<file path="config.mk">
export PLATFORM = sky130hd
export DESIGN_NAME = ddr_bank_tracker
export DESIGN_NICKNAME = d
export VERILOG_FILES = /design/src/rtl/ddr_bank_tracker.sv
export SDC_FILE = /design/constraint.sdc
export NUM_CORES = 1
export LEC_CHECK = 0
export BUFFER_PORTS_ARGS = -buffer_cell sky130_fd_sc_hd__buf_4
export CORE_MARGIN = 5
export CORE_UTILIZATION = 55
export DETAILED_ROUTE_END_ITERATION = 6
export HOLD_SLACK_MARGIN = 0.15
export PLACE_DENSITY = 0.92
export SLEW_MARGIN = 20
export SYNTH_ARGS = -nofsm -noshare
export SYNTH_HDL_FRONTEND = slang
export SYNTH_SLANG_ARGS = --single-unit
</file>
<file path="constraint.sdc">
create_clock -name clk -period 4 [get_ports clk]
set_clock_uncertainty 0.05 [all_clocks]
set_input_delay 0.2 -clock clk [delete_from_list [all_inputs] [get_ports clk]]
set_output_delay 0.2 -clock clk [all_outputs]
set_load 0.05 [all_outputs]
</file>
<file path="src/rtl/ddr_bank_tracker.sv">
module ddr_bank_tracker #(
  parameter int NBANK     = 4,
  parameter int ROW_W     = 13,
  parameter int BURST_LEN = 4,
  localparam int BA_W     = $clog2(NBANK)
) (
  input  logic                   clk,
  input  logic                   rst_n,
  input  logic                   cmd_vld,
  input  logic [2:0]             cmd,
  input  logic [BA_W-1:0]        ba,
  input  logic [ROW_W-1:0]       addr,
  output logic [NBANK-1:0]       bank_open,
  output logic [NBANK*ROW_W-1:0] open_row,
  output logic                   err,
  output logic [2:0]             err_code,
  output logic                   noop
);
  localparam int BC   = BURST_LEN / 2;
  localparam int CW   = $clog2(BC + 1);
  localparam int FLAG = 10;

  typedef enum logic [2:0] {
    C_DES = 3'd0, C_NOP = 3'd1, C_LMR = 3'd2, C_ACT = 3'd3,
    C_RD  = 3'd4, C_WR  = 3'd5, C_PRE = 3'd6, C_BT  = 3'd7
  } cmd_e;

  logic [NBANK-1:0] open_q;
  logic [ROW_W-1:0] row_q [NBANK];
  logic [CW-1:0]    cnt_q;
  logic [BA_W-1:0]  bank_q;
  logic             ap_q, rd_q;

  logic       ap_busy, sel_open, any_open;
  logic       act_ok, rw_ok, pre_one, pre_all, bt_cut, noop_n;
  logic [2:0] code_n;

  assign ap_busy  = (cnt_q != '0) && ap_q;
  assign sel_open = open_q[ba];
  assign any_open = |open_q;

  always_comb begin
    act_ok = 1'b0; rw_ok = 1'b0; pre_one = 1'b0; pre_all = 1'b0;
    bt_cut = 1'b0; noop_n = 1'b0; code_n = 3'd0;
    if (cmd_vld) begin
      case (cmd_e'(cmd))
        C_ACT: if (sel_open) code_n = 3'd1; else act_ok = 1'b1;
        C_RD, C_WR: begin
          if (!sel_open)    code_n = 3'd2;
          else if (ap_busy) code_n = 3'd6;
          else              rw_ok  = 1'b1;
        end
        C_PRE: begin
          if (addr[FLAG]) begin
            if (any_open) pre_all = 1'b1; else noop_n = 1'b1;
          end else if (!sel_open || (ap_busy && bank_q == ba)) noop_n = 1'b1;
          else pre_one = 1'b1;
        end
        C_LMR: if (any_open) code_n = 3'd3;
        C_BT: begin
          if (cnt_q == '0 || !rd_q) code_n = 3'd4;
          else if (ap_q)            code_n = 3'd5;
          else                      bt_cut = 1'b1;
        end
        default: ;
      endcase
    end
  end

  always_ff @(posedge clk) begin
    if (!rst_n) begin
      open_q <= '0; cnt_q <= '0; bank_q <= '0; ap_q <= 1'b0; rd_q <= 1'b0;
      err <= 1'b0; err_code <= 3'd0; noop <= 1'b0;
      for (int i = 0; i < NBANK; i++) row_q[i] <= '0;
    end else begin
      err      <= code_n != 3'd0;
      err_code <= code_n;
      noop     <= noop_n;
      if (cnt_q != '0) cnt_q <= cnt_q - 1'b1;
      if (cnt_q == CW'(1) && ap_q) open_q[bank_q] <= 1'b0;
      if (act_ok) begin
        open_q[ba] <= 1'b1;
        row_q[ba]  <= addr;
      end
      if (rw_ok) begin
        cnt_q  <= CW'(BC);
        bank_q <= ba;
        ap_q   <= addr[FLAG];
        rd_q   <= cmd == C_RD;
      end
      if (bt_cut)  cnt_q <= '0;
      if (pre_one) open_q[ba] <= 1'b0;
      if (pre_all) begin
        open_q <= '0;
        ap_q   <= 1'b0;
      end
    end
  end

  assign bank_open = open_q;
  for (genvar g = 0; g < NBANK; g++) begin : g_row
    assign open_row[g*ROW_W +: ROW_W] = row_q[g];
  end

  a_r1_act_opens: assert property (@(posedge clk) disable iff (!rst_n)
    cmd_vld && cmd == C_ACT && !open_q[ba]
    |=> open_q[$past(ba)] && row_q[$past(ba)] == $past(addr));
  a_r2_act_twice: assert property (@(posedge clk) disable iff (!rst_n)
    cmd_vld && cmd == C_ACT && open_q[ba] |=> err && err_code == 3'd1);
  a_r3_idle_access: assert property (@(posedge clk) disable iff (!rst_n)
    cmd_vld && (cmd == C_RD || cmd == C_WR) && !open_q[ba]
    |=> err && err_code == 3'd2);
  a_r5_close_all: assert property (@(posedge clk) disable iff (!rst_n)
    cmd_vld && cmd == C_PRE && addr[FLAG] |=> open_q == '0);
  a_r7_mode_busy: assert property (@(posedge clk) disable iff (!rst_n)
    cmd_vld && cmd == C_LMR && open_q != '0 |=> err && err_code == 3'd3);
  a_r10_quiet: assert property (@(posedge clk) disable iff (!rst_n)
    !cmd_vld || cmd == C_DES || cmd == C_NOP |=> !err && !noop);
  a_r12_exclusive: assert property (@(posedge clk) disable iff (!rst_n)
    !(err && noop));
endmodule

</file>
==> results.cfg, run 1 <==
[outcome]
status = completed

[route]
drc_errors = 0
wirelength_um = 6590
dr.pass1.iters = 4
ant_nets = 0
vias = 2055
drtIter0Drc = 141
routed_via_density = 5.44
wl_per_cell_um = 17.4

[global_route]
use_met1 = 0.236
first_global_vias = 2037
busiest_layer = met2
met2_usage = 0.375
overflow = 0
grt_max_degree = 52
gr-usage-met3 = 0.0643
grt_first_pass_wirelength_um = 10000
grtUsageTotal = 0.211
antenna_found_initial = 0

[place]
hpwl_um = 4600
place_congestion = 0.862
io_buffers = 81
dp_slack_ns = 1.52

[cells_and_area]
area_growth_pct = 35.2
final_nets = 327
fillers = 308
drive_above_1_share = 0.418
antennaDiodeCount = 0

[timing]
relSlewSlack = 0.427
max_freq_ghz = 0.415
fin_ws_ns = 1.59
finalCriticalPeriod_ns = 2.41
hold_viol = 0
maxSlewViolCount = 0
rsz0062_at_grt = false
setup_tns_ns = 0
finalSetupViolations = 0
worstMarginPinSlew_ns = 0.858
post-route-period-util = 0.603

[worst_setup_path]
crit_path_end = row_q[1][4]
rrSetupSlack_ns = 1.78
reg2reg_depth = 4
endpoint_kind = register
crit_path_start = ba[0]
arrival_ns = 2.33
reg2reg_from = bank_open[2]
cp_max_fo = 13
critical_path_class = in2reg
start_kind = primary input
timing.rr.end = row_q[1][4]
required_ns = 3.92

[clocking]
clk_pin_slew_ns = 0.07
clk_latency_ns = 0.34
htreeDepth = 3
cts_tree = yes
cts_buffer_depth = 2
cts_made_buffers = 9
numClockSinks = 67
cts-root-buf = clkbuf_8

[synthesis]
yosys.area.top_type = edfxtp_1
synth_nets = 228
synth_cell_types = 42
yosysWarnings = 0
avgSynthCellArea_um2 = 13.4
synth_top_cell_area_share = 0.563
ys_seq_area_frac = 0.671
syn_inst = 207
synth_area_um2 = 2780
ys_ff_latch = 67
synth_area_leaders = edfxtp_1, dfxtp_1, and3_2

[floorplanning]
num_rows = 25
pin_count = 82
die_h_um = 81.0
die_area_um2 = 6570
start_util = 0.576
core_area_um2 = 4820
die_w_um = 81.0

[pwr]
ir_worst_vdd_v = 0.000243
p_leak_nw = 1.65
powerDensity_nw_per_um2 = 389

[run]
maxCapViolations = 0

[min_path]
hold_path_depth = 3
hp-class = in2reg
[layout make-up]
| class | count | area [µm²] | area share |
|---|---|---|---|
| Multi-Input combinational cell | 124 | 832 | 0.222 |
| Clock inverter | 7 | 45.0 | 0.0120 |
| Tap cell | 67 | 83.8 | 0.0223 |
| Sequential cell | 67 | 1860 | 0.496 |
| Timing Repair Buffer | 98 | 783 | 0.209 |
| Clock buffer | 9 | 124 | 0.0330 |
| Inverter | 6 | 22.5 | 0.00600 |
[cells in the mapped netlist, drive strengths merged]
cell type	n
edfxtp	52
and3	39
dfxtp	15
nand2	15
and2	14
clkbuf	8
nor2	7
inv	6
a21oi	5
a221oi	4
o21ai	4
nor2b	3
a41o	2
buf	2
nand2b	2
nand3	2
nand4b	2
nor4	2
o211ai	2
o41ai	2
xor2	2
a211o	1
a211oi	1
a21boi	1
a22o	1
a31oi	1
and2b	1
and4	1
mux4	1
nand4	1
nor3	1
nor4b	1
nor4bb	1
o21a	1
o22ai	1
o311ai	1
or2	1
or3b	1
[stage by stage]
stage          hold WS (ns)  cell area (µm²)  cells  utilization  power, mW
2_1_floorplan         0.246             2780    207            -      0.907
3_3_place_gp          0.367             3410    345        0.708      0.973
3_5_place_dp          0.377             3410    345        0.708      0.977
4_1_cts               0.176             3740    377        0.776       1.46
5_1_grt               0.176             3750    378        0.779       1.51
6_report              0.192             3750    378        0.779       1.46
[worst min-delay path by stage]
stage / startpoint / endpoint / slack [ns]
after global placement: cmd[0] / rd_q / 0.37
after floorplan: cmd[0] / rd_q / 0.25
after CTS: cmd_vld / noop / 0.18
after global routing: cmd_vld / noop / 0.18
after detailed placement: cmd[0] / rd_q / 0.38
final: cmd_vld / noop / 0.19
[placed cells by master, fill, tap and decap left out, types with 5 or more instances in the layout]
master         instances
and3_1                14
buf_4                 81
a21oi_1                5
nand2_1               15
nor2_1                 7
edfxtp_1              52
dlygate4sd3_1         16
clkbuf_8               9
and3_2                25
dfxtp_1               15
and2_1                13
inv_1                  6
[cells by family (layout without fill, tap and decap cells)]
group	after synthesis	after routing	synth area share
AO/OA/AOI/OAI	27	27	0.0703
XOR/XNOR	2	2	0.00631
buffers and inverters	16	120	0.0293
flip-flops	67	67	0.671
multiplexers	1	1	0.00811
AND/OR/NAND/NOR	94	94	0.215
[per-layer routing]
metal,vias up,routed length (µm)
met5,-,0
met4,0,82
met3,9,494
met2,92,3420
met1,973,2600
li1,981,-
[sequential cells by signal, summed over array words and instances (netlist names)]
name	cells
ap_q	1
bank_open	4
bank_q	2
cnt_q	2
err	1
err_code	3
noop	1
rd_q	1
row_q	52
[what timing repair did]
item	in CTS	in global routing
gates resized for setup	0	0
hold endpoints to repair	28	0
hold buffers	16	0
buffers inserted	0	0
[worst max-delay path, stage by stage]
cell and delay [ns]:
dlygate4sd3_1 0.52, buf_4 0.14, mux4_2 0.61, nor2_1 0.26
nand2_1 0.10, nand2_1 0.49
[where the power goes]
part	switching, mW	total (mW)	internal, mW
Combinational	0.135	0.196	0.0610
Clock	0.263	0.485	0.222
Sequential	0.00798	0.778	0.770
Total	0.406	1.46	1.05
No activity file was read; power rests on OpenSTA's default activity.
==> run 2, diff against run 1 <==
--- a/config.mk
+++ b/config.mk
@@ -5,12 +5,13 @@
 export SDC_FILE = /design/constraint.sdc
 export NUM_CORES = 1
 export LEC_CHECK = 0
+export ABC_AREA = 1
 export BUFFER_PORTS_ARGS = -buffer_cell sky130_fd_sc_hd__buf_4
 export CORE_MARGIN = 5
-export CORE_UTILIZATION = 55
+export CORE_UTILIZATION = 51
 export DETAILED_ROUTE_END_ITERATION = 6
 export HOLD_SLACK_MARGIN = 0.15
-export PLACE_DENSITY = 0.92
+export PLACE_DENSITY = 0.87
 export SLEW_MARGIN = 20
 export SYNTH_ARGS = -nofsm -noshare
 export SYNTH_HDL_FRONTEND = slang
==> constraint.sdc (replaced) <==
create_clock -name clk -period 2.35 [get_ports clk]
set_clock_uncertainty 0.05 [all_clocks]
set_input_delay 0.1175 -clock clk [delete_from_list [all_inputs] [get_ports clk]]
set_output_delay 0.1175 -clock clk [all_outputs]
set_load 0.05 [all_outputs]
==> run 2 against run 1 <==
Net effect:
- register-to-register slack got worse by 1.7 ns
- worst setup slack got worse by 1.5 ns
- utilization fell by 6.8 points
- largest cell class unchanged
- first-iteration DRC count rose by 71%
- critical endpoint is now rd_q
- sequential power rose by 71%
==> results.cfg, run 2 <==
[cells_and_area]
layout_commonest_cell = buf_4
drive_above_1_share = 0.309
largest_reg_flops = 52
final_nets = 411
layout_common_cells = buf_4, nor2_1, edfxtp_1
antennaDiodeCount = 0
final_util = 0.711
area_growth_pct = 36.8
regMostFlops = row_q
fillers = 390

[pwr]
powerDensity_nw_per_um2 = 643
total_power_mw = 2.50
p_leak_nw = 1.82
ir_worst_vdd_v = 0.000369

[synthesis]
syn_inst = 282
avgSynthCellArea_um2 = 10.1
synth_area_leaders = edfxtp_1, dfxtp_1, nor2_1
synth-async-reset-ratio = 0
yosysWarnings = 0
ys_seq_area_frac = 0.655
synth_area_um2 = 2840
ys.flop_type = edfxtp_1
ys_ff_latch = 67
synthTopCellsByCount = nor2_1, edfxtp_1, nand2_1
synth_nets = 303
synth-edff-count = 52
yosys.area.top_type = edfxtp_1
yosys.cell_count.top_type = nor2_1
synth_top_cell_area_share = 0.549
synth_cell_types = 28

[timing]
worstMarginPinSlew_ns = 0.627
hold_viol = 0
finalCriticalPeriod_ns = 2.27
finalSetupViolations = 0
relSlewSlack = 0.581
maxSlewViolCount = 0
holdWs_ns = 0.174
setup_tns_ns = 0
max_freq_ghz = 0.441
post-route-period-util = 0.966

[route]
wirelength_um = 7180
dr.pass1.iters = 4
ant_nets = 0
drc_errors = 0
wl_per_cell_um = 15.4
drtIter0Drc = 241
routed_via_density = 4.87
vias = 2275

[global_route]
grt_first_pass_wirelength_um = 11500
antenna_found_initial = 0
first_global_vias = 2302
grtUsageTotal = 0.211
overflow = 0
grt_max_degree = 15

[floorplanning]
die_area_um2 = 7170
die_w_um = 84.7
core_area_um2 = 5470
die_h_um = 84.7
start_util = 0.519
num_rows = 27
pin_count = 82

[worst_setup_path]
start_kind = register
endpoint_kind = register
critPathMaxStageDelay_ns = 0.58
arrival_ns = 2.46
crit_path_cell_trace = nand3_1, nand2_2, nor2_8, nor2_2, nand3_1, dlygate4sd3_1, nand2_1, dlygate4sd3_1, nor2_1
cp_max_fo = 7
critical_path_class = reg2reg
required_ns = 2.54
crit_slowest_cell = dlygate4sd3_1

[place]
place_congestion = 0.963
io_buffers = 81
hpwl_um = 4990

[clocking]
htreeDepth = 3
clk_pin_slew_ns = 0.07
cts_tree = yes
clk_latency_ns = 0.34
cts-root-buf = clkbuf_8
cts_buffer_depth = 2
cts_setup_buffers = 0
cts_made_buffers = 9
numClockSinks = 67

[run]
maxCapViolations = 0

[outcome]
status = completed

[min_path]
hp-class = in2reg
## run 2: area by class of cell
type,count,area [µm²],share of cell area
clock inverter,7,45.0,0.0116
clock buffer,9,124,0.0319
timing repair buffer,101,808,0.208
inverter,44,170,0.0438
tap,72,90.1,0.0232
sequential,67,1870,0.480
multi-input combinational,167,785,0.202
## run 2: logic make-up (layout without fill, tap and decap cells)
family | count (synthesis) | after routing | share of synthesized area
buffers and inverters | 48 | 161 | 0.0709
AOI/OAI and AO/OA | 8 | 8 | 0.0185
and+or+nand+nor | 157 | 157 | 0.250
xor gates and xnor gates | 2 | 2 | 0.00616
DFF | 67 | 67 | 0.655
## run 2: timing repair
action / in CTS / in global routing
hold buffers: 20 / 0
endpoints found under the setup margin: 0 / 1
resized for setup: 0 / 6
endpoints found under the hold margin: 52 / 0
## run 2: worst paths after layout
| check | startpoint | to | slack (ns) | cells after the start |
|---|---|---|---|---|
| setup reg to reg | bank_open[2] | rd_q | 0.08 | 9 |
| setup / recovery | bank_open[2] | rd_q | 0.08 | 9 |
| hold reg to reg | cnt_q[1] | cnt_q[1] | 0.44 | 2 |
| hold / removal | cmd[1] | err_code[1] | 0.17 | 6 |
## run 2: where the power goes
| group | internal, mW | switching [mW] | leakage (nW) |
|---|---|---|---|
| clock network | 0.378 | 0.444 | 0.0887 |
| registers | 1.31 | 0.0152 | 0.658 |
| logic | 0.105 | 0.244 | 1.08 |
| total | 1.80 | 0.703 | 1.82 |
## run 2: worst max-delay path, delay by kind of cell, from the launching register on
| family | cells | cell delay (ns) |
|---|---|---|
| DFF | 1 | 0.37 |
| buffers and inverters | 2 | 1.12 |
| and+or+nand+nor | 7 | 0.63 |
## run 2: through the flow
| step | instances | cell area [µm²] | setup slack (ns) |
|---|---|---|---|
| 2_1_floorplan | 282 | 2840 | 0.585 |
| 3_3_place_gp | 431 | 3510 | 0.599 |
| 3_5_place_dp | 431 | 3510 | 0.516 |
| 4_1_cts | 467 | 3880 | 0.0692 |
| 5_1_grt | 467 | 3890 | -0.0154 |
| 6_report | 467 | 3890 | 0.0803 |
## run 2: routing by layer
layer  track usage  vias to the layer above  routed length (µm)
met4        0.0734                        0                 143
met1         0.239                     1044                2680
met3        0.0687                       13                 605
li1              -                     1117                   -
met5             0                        -                   0
met2         0.372                      101                3750
